[config.mk]
export PLATFORM = sky130hd
export DESIGN_NAME = bmdma_engine
export DESIGN_NICKNAME = d
export VERILOG_FILES = /design/src/rtl/bmdma_pkg.sv /design/src/rtl/bmdma_rst_sync.sv /design/src/rtl/bmdma_region.sv /design/src/rtl/bmdma_addr.sv /design/src/rtl/bmdma_ctrl.sv /design/src/rtl/bmdma_engine.sv
export SDC_FILE = /design/constraint.sdc
export NUM_CORES = 1
export LEC_CHECK = 0
export ABC_AREA = 1
export BUFFER_PORTS_ARGS = -buffer_cell sky130_fd_sc_hd__buf_4
export CAP_MARGIN = 5
export CELL_PAD_IN_SITES_DETAIL_PLACEMENT = 0
export CELL_PAD_IN_SITES_GLOBAL_PLACEMENT = 1
export CORE_UTILIZATION = 40
export CTS_BUF_LIST = sky130_fd_sc_hd__clkbuf_16
export CTS_CLUSTER_DIAMETER = 50
export DETAILED_ROUTE_END_ITERATION = 6
export PLACE_DENSITY = 0.91
export SLEW_MARGIN = 20
export SYNTH_ARGS = -nofsm -noshare
export SYNTH_HDL_FRONTEND = slang
export SYNTH_SLANG_ARGS = --single-unit
export TNS_END_PERCENT = 10
[constraint.sdc]
create_clock -name clk -period 5.97 [get_ports clk]
set_clock_uncertainty 0.2 [all_clocks]
set_input_delay 0.597 -clock clk [delete_from_list [all_inputs] [get_ports clk]]
set_output_delay 0.597 -clock clk [all_outputs]
set_load 0.01 [all_outputs]
[src/rtl/bmdma_pkg.sv]
package bmdma_pkg;

  typedef enum logic [1:0] {
    BM_IDLE  = 2'd0,
    BM_FETCH = 2'd1,
    BM_MOVE  = 2'd2
  } bm_state_e;

  localparam int unsigned REGION_W = 17;

  // A zero count in a descriptor stands for the largest region.
  function automatic logic [REGION_W-1:0] region_bytes(input logic [15:0] cnt);
    return (cnt == 16'd0) ? 17'h1_0000 : {1'b0, cnt};
  endfunction

endpackage

[src/rtl/bmdma_rst_sync.sv]
module bmdma_rst_sync #(
  parameter int unsigned STAGES = 2
) (
  input  logic clk,
  input  logic rst_n,
  output logic rst_n_s
);
  logic [STAGES-1:0] sync_q;

  always_ff @(posedge clk or negedge rst_n) begin
    if (!rst_n) sync_q <= '0;
    else        sync_q <= {sync_q[STAGES-2:0], 1'b1};
  end

  assign rst_n_s = sync_q[STAGES-1];
endmodule

[src/rtl/bmdma_region.sv]
module bmdma_region
  import bmdma_pkg::*;
#(
  parameter int unsigned IDX_W = 8
) (
  input  logic             clk,
  input  logic             rst_n,
  input  logic             arm,
  input  logic             load,
  input  logic             beat,
  input  logic [15:0]      cnt,
  input  logic             eot_in,
  output logic [IDX_W-1:0] idx,
  output logic             empty,
  output logic             last,
  output logic             eot
);
  logic [REGION_W-1:0] rem_q, rem_d;
  logic                eot_q, eot_d;
  logic [IDX_W-1:0]    idx_q, idx_d;
  logic                upd_en;

  always_comb begin
    rem_d  = rem_q;
    eot_d  = eot_q;
    idx_d  = idx_q;
    upd_en = arm | load | beat;
    if (arm) begin
      rem_d = '0;
      eot_d = 1'b0;
      idx_d = '0;
    end else if (load) begin
      rem_d = region_bytes(cnt);
      eot_d = eot_in;
      idx_d = idx_q + IDX_W'(1);
    end else if (beat) begin
      rem_d = rem_q - REGION_W'(1);
    end
  end

  always_ff @(posedge clk or negedge rst_n) begin
    if (!rst_n) begin
      rem_q <= '0;
      eot_q <= 1'b0;
      idx_q <= '0;
    end else if (upd_en) begin
      rem_q <= rem_d;
      eot_q <= eot_d;
      idx_q <= idx_d;
    end
  end

  assign idx   = idx_q;
  assign empty = (rem_q == '0);
  assign last  = (rem_q == REGION_W'(1));
  assign eot   = eot_q;

  AST_NO_UNDERFLOW: assert property (@(posedge clk) disable iff (!rst_n)
    beat |-> (rem_q != '0));
  AST_LOAD_WHEN_EMPTY: assert property (@(posedge clk) disable iff (!rst_n)
    load |-> (rem_q == '0));
endmodule

[src/rtl/bmdma_addr.sv]
module bmdma_addr #(
  parameter int unsigned MEM_BYTES = 32'h0100_0000,
  parameter int unsigned AW        = 24
) (
  input  logic          clk,
  input  logic          rst_n,
  input  logic          load,
  input  logic          step,
  input  logic [31:0]   base,
  output logic [AW-1:0] addr
);
  localparam bit POW2 = ((MEM_BYTES & (MEM_BYTES - 1)) == 0);

  logic [AW-1:0] addr_q, addr_d, base_m, inc;
  logic          upd_en;

  generate
    if (POW2) begin : g_pow2
      assign base_m = AW'((base & 32'hFFFF_FFFE) & 32'(MEM_BYTES - 1));
      assign inc    = addr_q + AW'(1);
    end else begin : g_mod
      assign base_m = AW'((base & 32'hFFFF_FFFE) % 32'(MEM_BYTES));
      assign inc    = (addr_q == AW'(MEM_BYTES - 1)) ? '0 : addr_q + AW'(1);
    end
  endgenerate

  always_comb begin
    upd_en = load | step;
    addr_d = load ? base_m : inc;
  end

  always_ff @(posedge clk or negedge rst_n) begin
    if (!rst_n)      addr_q <= '0;
    else if (upd_en) addr_q <= addr_d;
  end

  assign addr = addr_q;

  AST_ADDR_RANGE: assert property (@(posedge clk) disable iff (!rst_n)
    32'(addr_q) < MEM_BYTES);
endmodule

[src/rtl/bmdma_ctrl.sv]
module bmdma_ctrl
  import bmdma_pkg::*;
#(
  parameter int unsigned SECTOR_BYTES = 512,
  parameter int unsigned SEC_W        = 8
) (
  input  logic             clk,
  input  logic             rst_n,
  input  logic             arm_i,
  input  logic             start_i,
  input  logic [SEC_W-1:0] secs_i,
  input  logic             dir_i,
  input  logic             desc_vld_i,
  input  logic             rgn_empty_i,
  input  logic             rgn_last_i,
  input  logic             rgn_eot_i,
  output logic             arm_take_o,
  output logic             fetch_o,
  output logic             load_o,
  output logic             beat_o,
  output logic             dir_o,
  output logic             active_o,
  output logic             done_o,
  output logic             fail_o
);
  localparam int unsigned SEC_FULL = 1 << SEC_W;
  localparam int unsigned OWED_W   = $clog2(SEC_FULL * SECTOR_BYTES + 1);

  bm_state_e         state_q, state_d;
  logic [OWED_W-1:0] owed_q, owed_d, req_len;
  logic              active_q, active_d;
  logic              dir_q, dir_d;
  logic              done_q, done_d;
  logic              fail_q, fail_d;
  logic              upd_en;

  assign req_len = (secs_i == '0) ? OWED_W'(SEC_FULL * SECTOR_BYTES)
                                  : OWED_W'(secs_i) * OWED_W'(SECTOR_BYTES);

  always_comb begin
    state_d    = state_q;
    owed_d     = owed_q;
    active_d   = active_q;
    dir_d      = dir_q;
    done_d     = 1'b0;
    fail_d     = 1'b0;
    arm_take_o = arm_i && (state_q == BM_IDLE);
    fetch_o    = (state_q == BM_FETCH);
    load_o     = fetch_o && desc_vld_i;
    beat_o     = (state_q == BM_MOVE);
    upd_en     = (state_q != BM_IDLE) || arm_i || start_i;
    case (state_q)
      BM_IDLE: begin
        if (arm_take_o) begin
          active_d = 1'b1;
        end else if (start_i) begin
          if (!active_q) begin
            fail_d = 1'b1;
          end else begin
            owed_d  = req_len;
            dir_d   = dir_i;
            state_d = rgn_empty_i ? BM_FETCH : BM_MOVE;
          end
        end
      end
      BM_FETCH: begin
        if (desc_vld_i) state_d = BM_MOVE;
      end
      BM_MOVE: begin
        owed_d = owed_q - OWED_W'(1);
        if (owed_q == OWED_W'(1)) begin
          state_d = BM_IDLE;
          done_d  = 1'b1;
          if (rgn_last_i && rgn_eot_i) active_d = 1'b0;
        end else if (rgn_last_i) begin
          if (rgn_eot_i) begin
            active_d = 1'b0;
            fail_d   = 1'b1;
            state_d  = BM_IDLE;
          end else begin
            state_d = BM_FETCH;
          end
        end
      end
      default: state_d = BM_IDLE;
    endcase
  end

  always_ff @(posedge clk or negedge rst_n) begin
    if (!rst_n) begin
      state_q  <= BM_IDLE;
      owed_q   <= '0;
      active_q <= 1'b0;
      dir_q    <= 1'b0;
    end else if (upd_en) begin
      state_q  <= state_d;
      owed_q   <= owed_d;
      active_q <= active_d;
      dir_q    <= dir_d;
    end
  end

  always_ff @(posedge clk or negedge rst_n) begin
    if (!rst_n) begin
      done_q <= 1'b0;
      fail_q <= 1'b0;
    end else begin
      done_q <= done_d;
      fail_q <= fail_d;
    end
  end

  assign dir_o    = dir_q;
  assign active_o = active_q;
  assign done_o   = done_q;
  assign fail_o   = fail_q;

  AST_DONE_FAIL_EXCL: assert property (@(posedge clk) disable iff (!rst_n)
    !(done_q && fail_q));
  AST_DONE_ONE_CYCLE: assert property (@(posedge clk) disable iff (!rst_n)
    done_q |=> !done_q);
  AST_FAIL_CLEARS_ACTIVE: assert property (@(posedge clk) disable iff (!rst_n)
    fail_q |-> !active_q);
  AST_BUSY_NEEDS_ACTIVE: assert property (@(posedge clk) disable iff (!rst_n)
    (state_q != BM_IDLE) |-> active_q);
  AST_OWED_NONZERO: assert property (@(posedge clk) disable iff (!rst_n)
    beat_o |-> (owed_q != '0));
endmodule

[src/rtl/bmdma_engine.sv]
module bmdma_engine #(
  parameter  int unsigned SECTOR_BYTES = 512,
  parameter  int unsigned MEM_BYTES    = 32'h0100_0000,
  parameter  int unsigned IDX_W        = 8,
  localparam int unsigned AW           = $clog2(MEM_BYTES)
) (
  input  logic             clk,
  input  logic             rst_n,
  input  logic             arm_i,
  input  logic             start_i,
  input  logic [7:0]       start_secs_i,
  input  logic             start_dir_i,
  output logic             desc_req_o,
  output logic [IDX_W-1:0] desc_idx_o,
  input  logic             desc_vld_i,
  input  logic [31:0]      desc_base_i,
  input  logic [15:0]      desc_cnt_i,
  input  logic             desc_eot_i,
  output logic             mem_we_o,
  output logic             mem_re_o,
  output logic [AW-1:0]    mem_addr_o,
  output logic [7:0]       mem_wdata_o,
  input  logic [7:0]       mem_rdata_i,
  output logic             dev_pop_o,
  input  logic [7:0]       dev_rdata_i,
  output logic             dev_push_o,
  output logic [7:0]       dev_wdata_o,
  output logic             active_o,
  output logic             done_o,
  output logic             fail_o
);
  logic rst_n_s;
  logic arm_take, fetch, load, beat, dir;
  logic rgn_empty, rgn_last, rgn_eot;

  bmdma_rst_sync #(.STAGES(2)) i_rst_sync (
    .clk     (clk),
    .rst_n   (rst_n),
    .rst_n_s (rst_n_s)
  );

  bmdma_ctrl #(
    .SECTOR_BYTES (SECTOR_BYTES),
    .SEC_W        (8)
  ) i_ctrl (
    .clk         (clk),
    .rst_n       (rst_n_s),
    .arm_i       (arm_i),
    .start_i     (start_i),
    .secs_i      (start_secs_i),
    .dir_i       (start_dir_i),
    .desc_vld_i  (desc_vld_i),
    .rgn_empty_i (rgn_empty),
    .rgn_last_i  (rgn_last),
    .rgn_eot_i   (rgn_eot),
    .arm_take_o  (arm_take),
    .fetch_o     (fetch),
    .load_o      (load),
    .beat_o      (beat),
    .dir_o       (dir),
    .active_o    (active_o),
    .done_o      (done_o),
    .fail_o      (fail_o)
  );

  bmdma_region #(.IDX_W(IDX_W)) i_region (
    .clk    (clk),
    .rst_n  (rst_n_s),
    .arm    (arm_take),
    .load   (load),
    .beat   (beat),
    .cnt    (desc_cnt_i),
    .eot_in (desc_eot_i),
    .idx    (desc_idx_o),
    .empty  (rgn_empty),
    .last   (rgn_last),
    .eot    (rgn_eot)
  );

  bmdma_addr #(
    .MEM_BYTES (MEM_BYTES),
    .AW        (AW)
  ) i_addr (
    .clk   (clk),
    .rst_n (rst_n_s),
    .load  (load),
    .step  (beat),
    .base  (desc_base_i),
    .addr  (mem_addr_o)
  );

  assign desc_req_o  = fetch;
  assign mem_we_o    = beat && dir;
  assign dev_pop_o   = beat && dir;
  assign mem_re_o    = beat && !dir;
  assign dev_push_o  = beat && !dir;
  assign mem_wdata_o = dev_rdata_i;
  assign dev_wdata_o = mem_rdata_i;

  AST_ONE_STROBE: assert property (@(posedge clk) disable iff (!rst_n_s)
    $onehot0({mem_we_o, mem_re_o}));
  AST_IDLE_QUIET: assert property (@(posedge clk) disable iff (!rst_n_s)
    !active_o |-> !(mem_we_o || mem_re_o || desc_req_o));
  AST_REQ_HOLD: assert property (@(posedge clk) disable iff (!rst_n_s)
    (desc_req_o && !desc_vld_i) |=> desc_req_o);
endmodule

Word level (Yosys, flattened, before mapping). Index checks and enable logic that the tools add are counted.

Bits in registers: 76. Input port bits: 79. Output and inout port bits: 56. Logic and storage cells: 91.

Add/sub/neg operators: 4. Equal/unequal tests: 12. Multiplexer cells: 38. Bitwise gates (word level): 4. Reductions and logical operators: 22.

Operators by type and width (number): $mux W18 (4); $mux W17 (4); $pmux W18 S2 (1); $add A24 B1 Y24 const B (1); $mux W24 (1); $eq A18 B1 Y1 const B (1); $sub A18 B1 Y18 const B (1); $eq A17 B1 Y1 const B (1); $logic_not A17 Y1 (1); $sub A17 B1 Y17 const B (1); $logic_not A16 Y1 (1); $mux W1 (16); $mux W8 (2); $mux W2 (7); $reduce_and A6 Y1 (2); $reduce_and A5 Y1 (2); $add A8 B1 Y8 const B (1); $logic_not A8 Y1 (1); $ne A2 B1 Y1 const B (3); $ne A3 B1 Y1 const B (2); $pmux W2 S3 (1); $reduce_bool A2 Y1 (3); $logic_and A1 B1 Y1 (5); $ne A2 B2 Y1 const B (2); 11 further kinds (16).

Depth between registers and ports, before layout.
Depth in word-level cells: 6. Depth in mapped cells: 11. Gate-level depth less buffers: 11.

By module. From an unflattened synthesis, not the netlist that was laid out.

Cells, all modules: 742. Area total of the unflattened synthesis: 5272.6 sq um.

Modules (own cells, without submodules): bmdma_region (instances 1, cells an instance 267, area each 1819.2 sq um, seq. area each 650.6 sq um); bmdma_addr (instances 1, cells an instance 225, area each 1641.6 sq um, seq. area each 600.6 sq um); bmdma_ctrl (instances 1, cells an instance 225, area each 1605.3 sq um, seq. area each 600.6 sq um); bmdma_engine (instances 1, cells an instance 22, area each 152.6 sq um, seq. area each 0.0 sq um); bmdma_rst_sync (instances 1, cells an instance 3, area each 53.8 sq um, seq. area each 50.0 sq um).

Least setup slack after synthesis. No wires, ideal clock.

Path type: reg2out. Start: register i_ctrl.state_q[1]. End: output port mem_re_o. Data arrival time: 1.321 ns. Path slack: 3.852 ns. Stages on the path, launching flop included: 7. Path buffers: 2. Cells stage by stage: dfrtp_1 inv_2 nor2_4 inv_2 clkbuf_1 nor2_1 buf_4.

Cells in the longest elaborated chain, start to end: 2.

Ends and longest elaborated chain: start: declaration (line bmdma_ctrl.sv:29) `bm_state_e state_q, state_d;`; start signal: assignment (line bmdma_ctrl.sv:96) `state_q <= state_d;`; $eq A2 B2 Y1 (line bmdma_ctrl.sv:50) `beat_o = (state_q == BM_MOVE);`; $logic_and A1 B1 Y1; end: declaration (line bmdma_engine.sv:20) `output logic mem_re_o,`.

Every way passes these cells.

Final worst setup path.
Start: register i_ctrl.state_q[1]. End: register i_region.rem_q[6].

Cells in the longest elaborated chain, start to end: 5. Elaborated cells on any way between the ends: 11. Those cells by class: 2 x eq/ne; 2 x mux; 2 x bitwise; 5 x reduce/logical.

Ends and longest elaborated chain: $eq A2 B1 Y1 or $logic_not A2 Y1 (tied branches) (line bmdma_ctrl.sv:48, bmdma_ctrl.sv:47); $logic_and A1 B1 Y1 (on tied branches) (line bmdma_ctrl.sv:49, bmdma_ctrl.sv:47); $or A1 B1 Y1 (2 in a row) (line bmdma_region.sv:27) `upd_en = arm | load | beat;`; $reduce_and A2 Y1 (no line); end signal: assignment (line bmdma_region.sv:47) `rem_q <= rem_d;`; end: declaration (line bmdma_region.sv:18) `logic [REGION_W-1:0] rem_q, rem_d;`.

Parallel ways exist; a longest one is shown, timed or not. A chain may end at the register's enable or synchronous reset.

==> results.txt <==
- Setup total negative slack on the finished layout was measured at 0 ps.
- The first detailed-routing pass took 5 iterations.
- Once the clock tree was built, the resizer swapped 0 gates to a different size.
- Fin. max-slew vios: 0
- After detailed routing, the average wire length per cell comes to around 14 um.
* Setup repair bufs after CTS: 0
- Worst-Margin Slew: roughly 1000 ps
- Power comes to around 3.0 mW.
- The critical path is of the reg2reg type.
- Endpoint of the most critical register-to-register path: i_region.rem_q[6]
* Hold WS: between 20 and 25 ps
- Across the VDD grid, the largest voltage drop is between 0.00015 and 0.0002 V.
- Syn_area_per_cell: between 6 and 7 sq um
- In this run the vertical extent of the chip is 114 um.
- The number of antenna diodes in the final layout is 0.
* P per Cell Area: approximately 490 nW/um^2
- The first global-routing pass estimated 21.7 mm of wire.
- The count of final hold-check violations came to 0.
- The internal power of the cells totals between 1.5 and 2 mW.
* Number of vias per cell: a little over 5
- Yosys warns: 0
- Initial drt markers: approximately 370
- From synthesis to final layout, the design area changed by 21.0%.
* Area enclosed by the die boundary: approximately 13,000 sq um
- Share of synthesized flip-flops with an asynchronous set or reset: 1.00
- After detailed routing, the number of remaining DRC violations is 0.
* Cell with the biggest individual delay on the critical path: sky130_fd_sc_hd__nor2_4
- Overall Global Routing Usage: 0.210
* Count of different cell masters after synthesis: 40
* Antenna violations before repair: 0
* Quantity of hold-fixing buffers added after cts: 1
- Fill cell instance count of the final layout: 1,229
- Timing would allow up to around 270 MHz.
* H-tree levels: 3
- Row generation in the floorplan step produced 40 rows.
- By instance count, the cell type seen most on the critical path is sky130_fd_sc_hd__inv_2.
* Insertion delay to the later sink of the worst-skew pair: 340 ps
* Highest cell delay on the worst timing path: ~780 ps
* Layout cells sized above 1: 0.168
- Required time of the critical path: around 6000 ps
- Global placer's final weighted congestion: 0.838
- During I/O placement, the number of pins put on the boundary was about 140.
- For this design the total switching power over the nets is 1.33 mW.
- Initial standard-cell utilization of the core: 0.413
- Setup repair after global routing left no endpoint under its margin.
* CTS Buf Count: 9
- TritonCTS built the clock tree.
- Clock-pin transition on the worst setup and hold timing paths: roughly 60 ps
- Leakage power summed over all cells: 2.97 nW
- Worst Setup End Kind: flop
- Top FF cell, synth: sky130_fd_sc_hd__dfrtp_1
- Global routing finished with a remaining overflow of 0.
* Number of flops mapped to enable cells by yosys: 0
- The tree built by TritonCTS fans out to 76 sinks.
* Vias in the first global route: 4,695
- Portion of the post-synthesis area used by sequential elements: 0.380
- Register-to-Register Path Depth: 9
- The number of nets in the synthesized netlist is 810.
- Slack of the worst reg-to-reg path: between 2000 and 2500 ps
* Die W: roughly 110 um
- Crit share post-route: 0.625
- Launching element type of the critical path: flop
- Worst min path class: reg2async
- Final net count: roughly 900
- The synthesized netlist occupies a cell area of 5000 sq um.
* Signal arrival time at the worst endpoint: between 3000 and 4000 ps
* Max-cap check violation count: 0
- Power share of the sequential group: 0.314
- Headroom to the max-slew limit came out at 0.323.
* ANT nets after route: 0
- Maximum clock insertion buffer count: 2
* Logic pwr share: 0.468
- The root buffer cell chosen for the clock tree is sky130_fd_sc_hd__clkbuf_16.
* HPWL after detailed placement: 9.46 mm
- Flop and latch count out of synthesis: between 70 and 80
- Post-layout minimum cycle time: about 3700 ps
- The flow ran to the end, and the final reports show no timing, DRC or antenna violations.
- Largest net degree at the start of global routing: 75
* Maximum fanout encountered on the critical timing path: between 40 and 50
* Critical-path cell list: inv_2, nor2_4, inv_2, nand2_2, inv_2, nand2_2, inv_1, nand2_1, o21ai_0
* Final-report setup violation count: 0
* Port Buf Inserts: 93
* Final wirelength: 13.4 mm
- Placeable core region: approximately 12,000 sq um
- Of the total power, the share spent switching nets is 0.449.
- Detailed-route via count: 5,020
- Post-Synthesis Cells: ~720
- Part of the total power dissipated in the clock network: 0.218
- In this run the critical register-to-register path is launched from i_ctrl.state_q[1].
area by class of cell:
class | instances | area [sq um] | area share
clock buffers | 9 | 225 | 0.0372
clock inverters | 7 | 124 | 0.0205
inverters | 78 | 293 | 0.0484
multi-input cells | 531 | 2550 | 0.421
flip-flops and latches | 76 | 1900 | 0.314
well taps | 168 | 210 | 0.0347
repair buffers | 97 | 751 | 0.124
synth_stat cells, drive strengths merged, types with 3 or more instances:
master  instances  area share
a211oi          4      0.0060
a21boi          4      0.0060
a21oi          28       0.029
buf            35       0.049
clkbuf          4      0.0030
dfrtp          76        0.38
ha              7       0.018
inv            78       0.059
nand2         180        0.14
nand3          55       0.056
nand3b          7       0.011
nand4           9       0.011
nor2          117       0.093
nor3           16       0.019
o211ai          3      0.0045
o21ai          61       0.061
o22ai          15       0.019
or2             3      0.0038
xor2            9       0.016
routing by layer:
metal | up-vias | wire [um] | GRT usage
met3 | 23 | 608 | 0.0377
met2 | 125 | 6630 | 0.371
met1 | 2391 | 5960 | 0.258
met5 | - | 0 | 0
li1 | 2481 | - | -
met4 | 0 | 233 | 0.0736
state kept, by name (all words and copies together) (netlist names):
name and cells:
i_region.eot 1, i_addr.addr 24, i_ctrl.dir_o 1, i_rst_sync.sync_q 2
i_ctrl.active_o 1, i_ctrl.owed_q 18, i_ctrl.state_q 2, i_ctrl.done_o 1
i_region.rem_q 17, i_region.idx 8, i_ctrl.fail_o 1
power groups by stage:
stage	Clock (mW)	Sequential (mW)	Combinational [mW]
final	0.649	0.933	1.39
after global routing	0.677	0.959	1.58
after CTS	0.656	0.929	1.40
after detailed placement	0	0.935	1.39
after global placement	0	0.926	1.35
after floorplan	0	0.922	1.00
worst max-delay path: cells and delay by family, from the launching register on:
family	cells	cell delay [ps]
buf+inv	4	1070
simple gates	4	1720
flops	1	540
compound gates	1	70
kinds of logic after synthesis:
kind of cell / after synthesis / share of synthesized area
buffers and inverters: 117 / 0.111
other: 1 / 0.000750
adders and majority gates: 7 / 0.0175
and+or+nand+nor: 388 / 0.332
AOI/OAI and AO/OA: 124 / 0.140
xor gates and xnor gates: 11 / 0.0193
DFF: 76 / 0.380
stage by stage:
step	cell area [sq um]	setup slack (ps)	utilization	std cells
2_1_floorplan	5000	3500	-	724
3_3_place_gp	5670	2280	0.468	948
3_5_place_dp	5670	2230	0.468	948
4_1_cts	6020	2200	0.497	965
5_1_grt	6050	1930	0.500	966
6_report	6050	2240	0.500	966
how the worst max path moves through the flow:
stage | startpoint | to | slack (ps) | depth (start not counted)
after floorplan | i_rst_sync.sync_q[1] | i_addr.addr[0] | 3500 | 0
after global placement | i_ctrl.state_q[1] | i_region.rem_q[6] | 2280 | 9
after detailed placement | i_ctrl.state_q[1] | i_region.rem_q[6] | 2230 | 9
after CTS | i_ctrl.state_q[1] | i_region.rem_q[6] | 2200 | 9
after global routing | i_ctrl.state_q[1] | i_region.rem_q[6] | 1930 | 9
final | i_ctrl.state_q[1] | i_region.rem_q[6] | 2240 | 9
layout by cell type (no fill, tap or decap), types with 2 or more instances in the layout:
cell                        instances
sky130_fd_sc_hd__a21oi_1           27
sky130_fd_sc_hd__o22ai_1           15
sky130_fd_sc_hd__or2_2              3
sky130_fd_sc_hd__o211ai_1           3
sky130_fd_sc_hd__ha_1               7
sky130_fd_sc_hd__o21ai_0           56
sky130_fd_sc_hd__nor2_4             3
sky130_fd_sc_hd__xor2_1             9
sky130_fd_sc_hd__a32oi_1            2
sky130_fd_sc_hd__nand3_1           54
sky130_fd_sc_hd__o21ai_1            5
sky130_fd_sc_hd__inv_2              6
sky130_fd_sc_hd__clkbuf_16          9
sky130_fd_sc_hd__dfrtp_1           75
sky130_fd_sc_hd__nor2_1           113
sky130_fd_sc_hd__nand2_2            4
sky130_fd_sc_hd__bufinv_16          3
sky130_fd_sc_hd__xnor2_1            2
sky130_fd_sc_hd__a211oi_1           4
sky130_fd_sc_hd__nand2_1          176
sky130_fd_sc_hd__inv_1             72
sky130_fd_sc_hd__a31oi_1            2
sky130_fd_sc_hd__clkinv_4           2
sky130_fd_sc_hd__nand4_1            9
sky130_fd_sc_hd__a21boi_0           4
sky130_fd_sc_hd__nor3_1            14
sky130_fd_sc_hd__nand3b_1           7
sky130_fd_sc_hd__buf_4             95
(Power assumes the default switching activity.)
